### config.mk
export PLATFORM = sky130hd
export DESIGN_NAME = eag_top
export DESIGN_NICKNAME = d
export VERILOG_FILES = /design/src/rtl/eag_pkg.sv /design/src/rtl/eag_decode.sv /design/src/rtl/eag_sext.sv /design/src/rtl/eag_operand_gate.sv /design/src/rtl/eag_adder3.sv /design/src/rtl/eag_top.sv
export SDC_FILE = /design/constraint.sdc
export NUM_CORES = 1
export LEC_CHECK = 0
export ABC_CLOCK_PERIOD_IN_PS = 5000
export BUFFER_PORTS_ARGS = -buffer_cell sky130_fd_sc_hd__buf_2
export CAP_MARGIN = 30
export CORE_UTILIZATION = 46
export CTS_CLUSTER_DIAMETER = 40
export DETAILED_ROUTE_END_ITERATION = 16
export PLACE_DENSITY = 0.81
export REMOVE_ABC_BUFFERS = 1
export SETUP_SLACK_MARGIN = 0.15
export SYNTH_ARGS = -nofsm -noshare
export SYNTH_HDL_FRONTEND = slang
export SYNTH_SLANG_ARGS = --single-unit
### constraint.sdc
create_clock -name clk -period 5 [get_ports clk]
set_input_delay 1.25 -clock clk [delete_from_list [all_inputs] [get_ports clk]]
set_output_delay 1.25 -clock clk [all_outputs]
set_load 0.05 [all_outputs]
### src/rtl/eag_pkg.sv
package eag_pkg;

    localparam int unsigned EAG_ADDR_W  = 32;
    localparam int unsigned EAG_CONST_W = 16;
    localparam int unsigned EAG_SEL_W   = 5;
    localparam int unsigned EAG_MODE_W  = 3;

    // Mode codes; the numeric values are decoded by the instruction stage.
    localparam logic [EAG_MODE_W-1:0] MD_ABS   = 3'd0;
    localparam logic [EAG_MODE_W-1:0] MD_IMM   = 3'd1;
    localparam logic [EAG_MODE_W-1:0] MD_IND   = 3'd2;
    localparam logic [EAG_MODE_W-1:0] MD_IDX   = 3'd3;
    localparam logic [EAG_MODE_W-1:0] MD_BIDX  = 3'd4;
    localparam logic [EAG_MODE_W-1:0] MD_BIDXK = 3'd5;

    // Control word produced by the mode decoder.
    typedef struct packed {
        logic add_const;   // constant enters the address sum
        logic add_base;    // base register enters the sum
        logic add_index;   // index register enters the sum
        logic is_imm;      // constant is the operand
        logic is_mem;      // operand lives in memory
        logic is_bad;      // unknown mode code
    } eag_ctl_t;

    function automatic logic mode_is_legal(input logic [EAG_MODE_W-1:0] m);
        return m <= MD_BIDXK;
    endfunction

endpackage

### src/rtl/eag_decode.sv
module eag_decode
    import eag_pkg::*;
(
    input  logic [EAG_MODE_W-1:0] mode,
    output eag_ctl_t              ctl
);

    always_comb begin
        ctl = '0;
        if (!mode_is_legal(mode)) begin
            ctl.is_bad = 1'b1;
        end else begin
            unique case (mode)
                MD_ABS:   begin ctl.add_const = 1'b1; ctl.is_mem = 1'b1; end
                MD_IMM:   begin ctl.is_imm = 1'b1; end
                MD_IND:   begin ctl.add_base = 1'b1; ctl.is_mem = 1'b1; end
                MD_IDX:   begin ctl.add_const = 1'b1; ctl.add_base = 1'b1;
                                ctl.is_mem = 1'b1; end
                MD_BIDX:  begin ctl.add_base = 1'b1; ctl.add_index = 1'b1;
                                ctl.is_mem = 1'b1; end
                default:  begin ctl.add_const = 1'b1; ctl.add_base = 1'b1;
                                ctl.add_index = 1'b1; ctl.is_mem = 1'b1; end
            endcase
        end
    end

    // every code lands in exactly one class (memory, immediate, illegal)
    always_comb begin
        a_r10_class_onehot: assert ($onehot({ctl.is_mem, ctl.is_imm, ctl.is_bad}) || $isunknown(mode));
    end

endmodule

### src/rtl/eag_sext.sv
module eag_sext #(
    parameter int unsigned IN_W  = 16,
    parameter int unsigned OUT_W = 32
) (
    input  logic [IN_W-1:0]  din,
    output logic [OUT_W-1:0] dout
);
    localparam int unsigned EXT_W = OUT_W - IN_W;

    generate
        if (EXT_W == 0) begin : g_same
            assign dout = din;
        end else begin : g_ext
            assign dout = {{EXT_W{din[IN_W-1]}}, din};
        end
    endgenerate
endmodule

### src/rtl/eag_operand_gate.sv
module eag_operand_gate #(
    parameter int unsigned W     = 32,
    parameter int unsigned SEL_W = 5
) (
    input  logic             en,
    input  logic [SEL_W-1:0] sel,
    input  logic [W-1:0]     val,
    output logic [W-1:0]     q
);
    // Register number zero is hard-wired to read as zero.
    assign q = (en && (sel != '0)) ? val : '0;
endmodule

### src/rtl/eag_adder3.sv
module eag_adder3 #(
    parameter int unsigned W       = 32,
    parameter bit          USE_CSA = 1'b1
) (
    input  logic [W-1:0] a,
    input  logic [W-1:0] b,
    input  logic [W-1:0] c,
    output logic [W-1:0] sum
);
    generate
        if (USE_CSA) begin : g_csa
            // One carry-save layer, then a single carry-propagate add.
            logic [W-1:0] ps;
            logic [W-1:0] cy;
            for (genvar i = 0; i < W; i++) begin : g_bit
                assign ps[i] = a[i] ^ b[i] ^ c[i];
                if (i == 0) begin : g_lsb
                    assign cy[0] = 1'b0;
                end else begin : g_up
                    assign cy[i] = (a[i-1] & b[i-1]) | (a[i-1] & c[i-1]) | (b[i-1] & c[i-1]);
                end
            end
            assign sum = ps + cy;
        end else begin : g_chain
            logic [W-1:0] ab;
            assign ab  = a + b;
            assign sum = ab + c;
        end
    endgenerate
endmodule

### src/rtl/eag_top.sv
module eag_top
    import eag_pkg::*;
#(
    parameter int unsigned ADDR_W  = EAG_ADDR_W,
    parameter int unsigned CONST_W = EAG_CONST_W,
    parameter int unsigned SEL_W   = EAG_SEL_W,
    parameter bit          USE_CSA = 1'b1
) (
    input  logic                  clk,
    input  logic                  rst,
    input  logic                  in_valid,
    input  logic [EAG_MODE_W-1:0] mode,
    input  logic [CONST_W-1:0]    konst,
    input  logic [SEL_W-1:0]      base_sel,
    input  logic [ADDR_W-1:0]     base_val,
    input  logic [SEL_W-1:0]      index_sel,
    input  logic [ADDR_W-1:0]     index_val,
    output logic                  out_valid,
    output logic [ADDR_W-1:0]     ea,
    output logic                  mem_access,
    output logic [ADDR_W-1:0]     imm_value,
    output logic                  illegal
);

    eag_ctl_t          ctl;
    logic [ADDR_W-1:0] kx;
    logic [ADDR_W-1:0] op_k;
    logic [ADDR_W-1:0] op_b;
    logic [ADDR_W-1:0] op_i;
    logic [ADDR_W-1:0] sum;
    logic [ADDR_W-1:0] ea_d;
    logic [ADDR_W-1:0] imm_d;

    eag_decode u_dec (.mode(mode), .ctl(ctl));

    eag_sext #(.IN_W(CONST_W), .OUT_W(ADDR_W)) u_sext (.din(konst), .dout(kx));

    assign op_k = ctl.add_const ? kx : '0;

    eag_operand_gate #(.W(ADDR_W), .SEL_W(SEL_W)) u_gate_b (
        .en(ctl.add_base), .sel(base_sel), .val(base_val), .q(op_b));

    eag_operand_gate #(.W(ADDR_W), .SEL_W(SEL_W)) u_gate_i (
        .en(ctl.add_index), .sel(index_sel), .val(index_val), .q(op_i));

    eag_adder3 #(.W(ADDR_W), .USE_CSA(USE_CSA)) u_add (
        .a(op_k), .b(op_b), .c(op_i), .sum(sum));

    assign ea_d  = ctl.is_mem ? sum : '0;
    assign imm_d = ctl.is_imm ? kx  : '0;

    always_ff @(posedge clk) begin
        if (rst) begin
            out_valid  <= 1'b0;
            ea         <= '0;
            mem_access <= 1'b0;
            imm_value  <= '0;
            illegal    <= 1'b0;
        end else begin
            out_valid <= in_valid;
            if (in_valid) begin
                ea         <= ea_d;
                mem_access <= ctl.is_mem;
                imm_value  <= imm_d;
                illegal    <= ctl.is_bad;
            end
        end
    end

    // result valid exactly one cycle after a request
    a_r2_valid_follow: assert property (@(posedge clk) disable iff (rst)
        in_valid |=> out_valid);
    a_r2_idle_follow: assert property (@(posedge clk) disable iff (rst)
        !in_valid |=> !out_valid);

    // idle cycles leave the result untouched
    a_r12_hold: assert property (@(posedge clk) disable iff (rst)
        !in_valid |=> ($stable(ea) && $stable(imm_value) && $stable(mem_access) && $stable(illegal)));

    // an illegal code never requests memory nor yields an operand
    a_r10_bad_quiet: assert property (@(posedge clk) disable iff (rst)
        illegal |-> (!mem_access && ea == '0 && imm_value == '0));

    // codes above the legal range are flagged on the next cycle
    a_r10_flag_bad: assert property (@(posedge clk) disable iff (rst)
        (in_valid && !mode_is_legal(mode)) |=> illegal);

    // a memory operand never comes with an immediate value
    a_r4_imm_exclusive: assert property (@(posedge clk) disable iff (rst)
        mem_access |-> (imm_value == '0));

endmodule

==> results of run 1 <==
## per-stage QoR
step                hold slack [ps]  setup TNS (ps)  util (%)  cell area [µm²]
floorplan                     686.6          -46390         -             4392
global placement              446.9               0     57.28             5599
detailed placement            452.6               0     57.40             5610
CTS                           475.8               0     58.42             5710
global route                  508.4               0     58.46             5714
finish                        467.4               0     58.46             5714
## layout make-up
type                    instances  area (µm²)  share of cell area (%)
well taps                     133       166.4                   2.912
flip-flops and latches         51        1021                   17.87
multi-input cells             412        3203                   56.05
inverters                      47       176.4                   3.087
clock buffers                   5       68.82                   1.204
clock inverters                 3       31.28                  0.5474
repair buffers                193        1047                   18.33
## flip-flops by register name, indices dropped and copies added (netlist names)
register    cells
ea             32
illegal         1
imm_value      16
mem_access      1
out_valid       1
## worst register-to-register path, stage by stage, from the launching register on
cell and delay, ps:
dfxtp_1 620, a22oi_1 160, nor2_1 140
## path summary, 6_finish.rpt
path / slack [ps] / from / to / cells past startpoint
setup / recovery: 330 / base_sel[3] / ea[30] / 16
hold / removal: 470 / ea[18] / ea[18] / 1
setup reg to reg: 4030 / imm_value[30] / imm_value[30] / 2
hold reg to reg: 470 / ea[18] / ea[18] / 1
## power groups by stage
stage / logic, µW / clock network [µW] / registers [µW]
after CTS: 712 / 288 / 451
final: 713 / 278 / 451
after global placement: 697 / 0 / 459
after global routing: 781 / 303 / 454
after detailed placement: 709 / 0 / 460
after floorplan: 382 / 0 / 564
## repair_timing
action / 4_1_cts / 5_1_grt
gates resized for setup: 0 / 1
endpoints found under the hold margin: 0 / 0
endpoints found under the setup margin: 0 / 2
## per-layer routing
metal	GRT usage (%)	vias to the layer above	wire, µm
li1	-	2172	-
met1	30.65	2161	5435
met2	44.50	146	6475
met3	3.078	25	606
met4	9.121	0	313
met5	0	-	0
## cells by family (layout without fill, tap and decap cells)
logic type               after synthesis  in the layout  synth area share [%]
multiplexers                           1              1                0.2436
AO/OA/AOI/OAI                        128            128                 21.52
XOR/XNOR                              31             31                 5.873
flip-flops                            51             51                 22.08
buffers and inverters                 88            248                 8.823
AND/OR/NAND/NOR                      190            190                 19.49
adder cells (fa/ha/maj)               62             62                 21.98
## cell usage in the layout (no fill, tap or decap), drive strengths merged, types with 3 or more instances in the layout
master	synthesis	layout
and2	35	35
xnor2	13	13
buf	20	193
nor4	3	3
and3	6	6
ha	30	30
dfxtp	51	51
inv	47	50
a22o	18	18
nor2	43	43
nand4	4	4
a21oi	31	31
a31oi	4	4
nand3	9	9
nand2	73	73
nor2b	3	3
clkbuf	21	5
o21bai	4	4
nor3	3	3
or4	3	3
fa	32	32
o21ai	17	17
o21a	4	4
a21o	7	7
a22oi	29	29
xor2	18	18
==> metrics, run 1 <==
Fin. Hold Viols 0; drt drc 0; Fmax 214.2 MHz; top cells by count, synth nand2_1 (71), dfxtp_1 (51), inv_1 (47); post-CTS setup buffers 0; leakage power 0.003052 µW; relative slew slack 29.65%; most frequent cell after synthesis nand2_1; PD cells 252.3 nW/µm²; CP Capture Type flop; placed cells 836; number of global-route vias before repair 4352; Pwr Total 1442 µW; Synth area leader dfxtp_1; via/cell ratio 5.336; final net count 868; Max VDD drop 153.8 µV; Synth Warn # 0; Post-DP HPWL 10570 µm; Req. time, crit path 5220 ps; die height 102.3 µm; arrival time at the worst endpoint 4890 ps; clock share of power 19.3%; Pint 814.4 µW; CP max stage delay 500 ps; syn_area_per_cell 8.391 µm²; layout cells sized above 1 31.65%; Post-synth top flop dfxtp_1; Avg WL per Cell 15.20 µm; CTS tree done; Setup CP Type in -> reg; Slew Limit Fails 0; DRT Pass-1 Iters 4; status finished clean; # setup viols final 0; filler cell count 913; IO Pins 163; clock sinks 51; initial cell density of the core 47.30%; CP max-delay cell or4_1; combinational power share 49.4%; Die X-Extent 102.3 µm; ANT nets after route 0; Initial DRC Count 209; placer's final routability congestion estimate 0.9260; Final WS setup 331.1 ps; Clk pin slew, worst setup/hold paths 110 ps; Post-Synthesis Cells 551; RSZ-0062 raised after global routing false; Vias 4504; post-synthesis sequential area ratio 22.08%; share of the synthesized area in the top cell type 22.08%; root buffer cell clkbuf_8; most used cell, CP buf_4; Final Routed Wirelength 12830 µm; Area Overhead vs Synth 23.60%; initial antenna violation count 0; CP delay by family, top simple AND/OR/NAND/NOR gates; Final Non-Filler Cells 844; cts-stage hold buffer count 0; ant diodes 0; crit path buf inv count 3; row cnt 36; Clock Latency Late Sink 330 ps; critical path startpoint category primary input; Max FO, Critical Path 14; post-synthesis cell type count 54; Post-synth EDFFs 0; synthesized flop and latch total 51; min Tclk post-route 4669 ps; Mapped Area 4623 µm²; largest net degree at the start of global routing 35; fin crit share 93.38%; Core ar. 9774 µm²; Clock Tree Buf Depth 2; first-pass GRT wire length 20360 µm; H-tree lvl count 2; Final Skew 0 ps; chain of cells forming the critical path buf_2, or4_1, o21a_1, buf_4, and2_1, fa_1, ha_1, nand2_2, nor4_1, o21ai_2, a31oi_4, o41ai_4, buf_4, o41ai_2, xor2_1, a22o_1; Slew @ Worst Pin 1054 ps; GRT Overall Usage 24.91%; PortBufs 162; Async S/R FF share, synth 0%; Max Cap Viol 0; total die area 10460 µm²; sequential power share 31.3%; sw power 627.3 µW; Sw Ratio 43.51%; total CTS buffers 5; Place WS 8.055 ps; hold crit path type reg -> reg; grt total ovfl 0; synth top area cells dfxtp_1 (22%), fa_1 (14%), ha_1 (8.1%)
No activity file was read; power rests on OpenSTA's default activity.
==> run 2, diff against run 1 <==
--- a/config.mk
+++ b/config.mk
@@ -8,12 +8,13 @@
 export ABC_CLOCK_PERIOD_IN_PS = 5000
 export BUFFER_PORTS_ARGS = -buffer_cell sky130_fd_sc_hd__buf_2
 export CAP_MARGIN = 30
-export CORE_UTILIZATION = 46
+export CORE_UTILIZATION = 50
 export CTS_CLUSTER_DIAMETER = 40
 export DETAILED_ROUTE_END_ITERATION = 16
-export PLACE_DENSITY = 0.81
+export PLACE_DENSITY = 0.82
 export REMOVE_ABC_BUFFERS = 1
 export SETUP_SLACK_MARGIN = 0.15
 export SYNTH_ARGS = -nofsm -noshare
 export SYNTH_HDL_FRONTEND = slang
+export SYNTH_HIERARCHICAL = 1
 export SYNTH_SLANG_ARGS = --single-unit
==> metrics, run 2 <==
status finished clean; Hold Path Stages 2 (+1); total die area 12990 µm² (+24%); drt drc 0 (unchanged); r2r startpoint ea[4]; R2R cell count 2 (unchanged); Mapped Area 6269 µm² (+36%); root buffer cell clkbuf_16; final net count 1079 (+24%); syn_area_per_cell 7.845 µm² (-6.5%); Final Routed Wirelength 17820 µm (+39%); GRT Overall Usage 27.87% (+3.0 points); Max Cap Viol 0 (unchanged); PD cells 295.2 nW/µm² (+17%); Avg WL per Cell 16.33 µm (+7.4%); reg-to-reg critical path endpoint ea[4]; Min Hold Slack 461.2 ps (-6.225 ps); initial antenna violation count 0 (unchanged); Fin. Hold Viols 0 (unchanged); Slew @ Worst Pin 1033 ps (-21.21 ps); Setup CP Type in -> reg; ant diodes 0 (unchanged); leakage power 0.003474 µW (+14%); first-pass GRT wire length 28720 µm (+41%); commonest non-fill, non-tap cell in the layout buf_2; critical path startpoint category primary input; Cell Area, Placed 7047 µm² (+26%); top cells by count, synth a21oi_1 (153), nand2_1 (83), nand3_1 (69); layout cells sized above 1 25.68% (-6.0 points); HP Start imm_value[25]; placer's final routability congestion estimate 0.9416 (+1.7%); Synth area leader dfxtp_1; Vias 6195 (+38%); RSZ-0062 raised after global routing true; Core ar. 12110 µm² (+24%); number of global-route vias before repair 5937 (+36%); CP Capture Type flop; WHS Endpoint imm_value[25]; Clock Latency Late Sink 330 ps (about the same); Final Skew 0 ps (unchanged); DRT Pass-1 Iters 5 (+1); Post-synth top flop dfxtp_1; synthesized flop and latch total 67 (+31%); via/cell ratio 5.678 (+6.4%); biggest regs ea: 32 flops, imm_value: 32 flops; fin crit share 93.66% (+0.28 points); Async S/R FF share, synth 0% (unchanged); Req. time, crit path 5200 ps (-20 ps); # setup viols final 0 (unchanged); arrival time at the worst endpoint 4880 ps (about the same); min Tclk post-route 4683 ps (+14.18 ps); initial cell density of the core 51.76% (+4.5 points); Post-synth EDFFs 0 (unchanged); total CTS buffers 9 (+4); row cnt 40 (+11%); post-synthesis sequential area ratio 21.40% (-0.69 points); Max VDD drop 157.4 µV (+2.4%); Fmax 213.5 MHz (-0.30%); Synth Warn # 6 (+6); IO Pins 163 (unchanged); die height 114.0 µm (+11%); commonest non-fill, non-tap cells in the layout buf_2 (161), a21oi_1 (150), nand2_1 (83), nand3_1 (69), dfxtp_1 (67); synth top area cells dfxtp_1 (21%), a21oi_1 (12%), fa_1 (10%); most frequent cell after synthesis a21oi_1; H-tree lvl count 3 (+1); PortBufs 162 (unchanged); post-synthesis cell type count 54 (unchanged); clock sinks 67 (+31%); Post-DP HPWL 12700 µm (+20%); ANT nets after route 0 (unchanged); share of the synthesized area in the top cell type 21.40% (-0.69 points); largest net degree at the start of global routing 132 (+280%); CTS tree done; Slew Limit Fails 0 (unchanged); design area 7433 µm² (+30%); Initial DRC Count 609 (+190%); Clk pin slew, worst setup/hold paths 60 ps (-50 ps); Clock Tree Buf Depth 2 (unchanged); Die X-Extent 114.0 µm (+11%); grt total ovfl 0 (unchanged); Post-Synthesis Cells 799 (+45%); hold crit path type reg -> reg; relative slew slack 31.14% (+1.5 points); Max FO, Critical Path 17 (+3); Area Overhead vs Synth 18.58%; Worst R2R Setup Slack 4350 ps (+320 ps)
## run 2: cell types whose count changed in the layout (fill, tap and decap cells not counted), sizes merged, moves of 8 or more
cell,change
a21o,+9
a22o,-18
xor2,-8
nor2,-34
inv,-23
a22oi,-29
dfxtp,+16
nand2b,+64
nand2,+10
nand3,+60
a21oi,+126
## run 2: worst max path at each step
stage	start	to	cells past startpoint	slack (ps)
finish	mode[1]	ea[28]	19	320
CTS	mode[1]	ea[28]	18	290
global route	mode[1]	ea[18]	19	110
global placement	mode[1]	ea[31]	19	100
floorplan	base_sel[0]	ea[25]	14	-30
detailed placement	mode[1]	ea[31]	19	-10
## run 2: cell families (layout without fill, tap and decap cells)
kind of cell / Yosys count / count (layout) / synth area share [%]
simple gates: 291 / 291 / 24.65
mux: 4 / 4 / 0.6387
fa+ha+maj: 64 / 64 / 16.61
compound gates: 229 / 229 / 21.60
buf+inv: 116 / 240 / 11.20
xor+xnor: 28 / 28 / 3.912
flops: 67 / 67 / 21.40
## run 2: per-stage QoR
step	power (µW)	setup slack (ps)	TNS, ps	instances	utilization (%)
finish	2195	316.9	0	1091	61.37
global route	2318	113.7	0	1091	61.37
CTS	2186	289.9	0	1089	60.77
detailed placement	1488	-14.85	-23.50	1074	58.18
global placement	1473	103.3	0	1074	58.18
floorplan	1189	-27.23	-27.23	709	-
## run 2: layout make-up
class	instances	area (µm²)
flip-flops and latches	67	1341
clock inverters	6	88.84
fillers	1138	4678
multi-input cells	616	4280
repair buffers	199	1190
clock buffers	9	225.2
inverters	26	97.59
well taps	168	210.2
## run 2: what timing repair did
| item | in CTS | in global routing |
|---|---|---|
| hold buffers | 0 | 0 |
| resized for setup | 0 | 11 |
| endpoints found under the setup margin | 0 | 11 |
| setup buffers | 0 | 1 |
| endpoints found under the hold margin | 0 | 0 |
## run 2: metal layers
layer	track usage [%]	vias to the layer above	routed length [µm]
li1	-	2962	-
met1	34.08	2892	7366
met2	48.04	299	8753
met3	6.057	42	1199
met4	10.22	0	502
met5	0	-	0
## run 2: worst max-delay path, stage by stage
cell and delay, ps:
buf_2 140, inv_1 90, ha_1 300, inv_1 130
buf_12 160, nand2_1 70, a21oi_1 200, fa_1 460
ha_1 330, buf_4 170, a21oi_1 140, nor2_1 70
a211oi_2 220, a21boi_2 320, o21ai_2 150, and4_1 230
a211o_1 260, nand3_1 80, a21oi_1 90
## run 2: where the power goes
part	switching (µW)	internal (µW)	leakage, µW
clock network	249	435	0.000148
registers	17.0	567	0.000545
logic	566	362	0.00278
==> run 3, diff against run 2 <==
--- a/config.mk
+++ b/config.mk
@@ -5,15 +5,17 @@
 export SDC_FILE = /design/constraint.sdc
 export NUM_CORES = 1
 export LEC_CHECK = 0
-export ABC_CLOCK_PERIOD_IN_PS = 5000
+export ABC_CLOCK_PERIOD_IN_PS = 5600
 export BUFFER_PORTS_ARGS = -buffer_cell sky130_fd_sc_hd__buf_2
 export CAP_MARGIN = 30
 export CORE_UTILIZATION = 50
+export CTS_BUF_LIST = sky130_fd_sc_hd__clkbuf_16
 export CTS_CLUSTER_DIAMETER = 40
 export DETAILED_ROUTE_END_ITERATION = 16
-export PLACE_DENSITY = 0.82
+export PLACE_DENSITY = 0.79
 export REMOVE_ABC_BUFFERS = 1
 export SETUP_SLACK_MARGIN = 0.15
+export SKIP_LAST_GASP = 1
 export SYNTH_ARGS = -nofsm -noshare
 export SYNTH_HDL_FRONTEND = slang
 export SYNTH_HIERARCHICAL = 1
==> constraint.sdc (replaced) <==
create_clock -name clk -period 5.6 [get_ports clk]
set_input_delay 1.4 -clock clk [delete_from_list [all_inputs] [get_ports clk]]
set_output_delay 1.4 -clock clk [all_outputs]
set_load 0.05 [all_outputs]
==> metrics, run 3 (same netlist as run 2, synthesis figures left out) <==
final net count 1056 (-2.1%); most crowded layer after global routing met2; clock sinks 67 (unchanged); fin crit share 88.29%; Cell Area, Placed 6819 µm² (-3.2%); largest net degree at the start of global routing 132 (unchanged); arrival time at the worst endpoint 5210 ps (+330 ps); biggest regs ea: 32 flops, imm_value: 32 flops; Place WS 364.5 ps (+379.4 ps); IO Pins 163 (unchanged); hold crit path type reg -> reg; Vias 5947 (-4.0%); post-cts resize count 0 (unchanged); Final Skew 0 ps (unchanged); first-pass GRT wire length 27030 µm (-5.9%); min Tclk post-route 4944 ps; root buffer cell clkbuf_16; PD cells 267.9 nW/µm² (-9.3%); Fin. Hold Viols 0 (unchanged); Initial DRC Count 452 (-26%); GR Util met2 46.02% (-2.0 points); initial antenna violation count 0 (unchanged); Area Overhead vs Synth 14.65%; setup TNS 0 ps (unchanged); Max Cap Viol 0 (unchanged); placed cells 1052 (-2.0%); Slew Limit Fails 0 (unchanged); placer's final routability congestion estimate 0.8689 (-7.7%); total CTS buffers 9 (unchanged); grt met1 use 33.43% (-0.64 points); PortBufs 162 (unchanged); Clk pin slew, worst setup/hold paths 60 ps (about the same); Slew @ Worst Pin 1050 ps (+17.02 ps); total die area 12990 µm² (unchanged); drt drc 0 (unchanged); grt total ovfl 0 (unchanged); Setup CP Type in -> reg; Final Routed Wirelength 16590 µm (-6.9%); RSZ-0062 raised after global routing false; H-tree lvl count 3 (unchanged); Core ar. 12110 µm² (unchanged); Max FO, Critical Path 20 (+3); Die X-Extent 114.0 µm (unchanged); leakage power 0.003359 µW (-3.3%); CP Capture Type flop; ant diodes 0 (unchanged); design area 7187 µm² (-3.3%); post-CTS setup buffers 0 (unchanged); layout cells sized above 1 22.86% (-2.8 points); GRT Overall Usage 26.19% (-1.7 points); Max VDD drop 144.2 µV (-8.4%); Post-DP HPWL 11740 µm (-7.6%); commonest non-fill, non-tap cells in the layout buf_2 (161), a21oi_1 (153), nand2_1 (83), nand3_1 (69), dfxtp_1 (67); Clock Tree Buf Depth 2 (unchanged); critical path startpoint category primary input; Fmax 202.2 MHz; met3 Use GR 4.782% (-1.3 points); Avg WL per Cell 15.52 µm (-5.0%); die height 114.0 µm (unchanged); relative slew slack 30.01% (-1.1 points); # setup viols final 0 (unchanged); commonest non-fill, non-tap cell in the layout buf_2; via/cell ratio 5.563 (-2.0%); initial cell density of the core 51.76% (unchanged); Clock Latency Late Sink 330 ps (about the same); DRT Pass-1 Iters 5 (unchanged); Final Non-Filler Cells 1069 (-2.0%); status finished clean; cts-stage hold buffer count 0 (unchanged); CTS tree done; Req. time, crit path 5860 ps (+660 ps); Util after Layout 59.34% (-2.0 points); row cnt 40 (unchanged); Final WS setup 655.6 ps (+338.7 ps); ANT nets after route 0 (unchanged); filler cell count 1148 (+0.88%); number of global-route vias before repair 5507 (-7.2%)
[run 3: critical path: stages]
cell and delay, ps:
buf_2 140, inv_1 110, ha_1 300, inv_1 70, buf_4 240, nand2_1 70, a21oi_1 190, fa_1 470
ha_1 400, and4_1 300, and3_1 230, a221oi_1 290, o21ai_1 130, a41o_1 220, a31oi_1 190, xnor2_1 170
nand3_1 100, a21oi_1 170
[run 3: stage by stage]
stage | hold WS [ps] | total power, µW
3_5_place_dp | 454.1 | 1268
5_1_grt | 480.5 | 2037
4_1_cts | 464.1 | 1931
3_3_place_gp | 452.8 | 1263
2_1_floorplan | 683.7 | 1062
6_report | 462.1 | 1925
[run 3: cell type report]
type,count,area (µm²),share of cell area (%)
Sequential cell,67,1341,18.66
Clock buffer,9,225.2,3.134
Clock inverter,7,115.1,1.602
Multi-Input combinational cell,616,4247,59.09
Timing Repair Buffer,176,950.9,13.23
Tap cell,168,210.2,2.925
Inverter,26,97.59,1.358
[run 3: path summary, 6_finish.rpt]
check,cells after the start,endpoint,from,slack (ps)
max,18,ea[30],mode[1],660
max reg2reg,2,illegal,illegal,4960
min,2,ea[13],ea[13],460
min reg2reg,2,ea[13],ea[13],460
[run 3: power by group]
group          total [µW]  internal [µW]  switching (µW)
Clock                 656            434             222
Combinational         749            275             474
Sequential            520            506            13.7
Total                1930           1220             710
[run 3: routing by layer]
metal / wire length (µm) / share of wire, % / up-vias
li1: - / - / 2925
met1: 7187 / 43 / 2786
met2: 8115 / 49 / 220
met3: 1125 / 6.8 / 16
met4: 162 / 0.98 / 0
met5: 0 / 0 / -
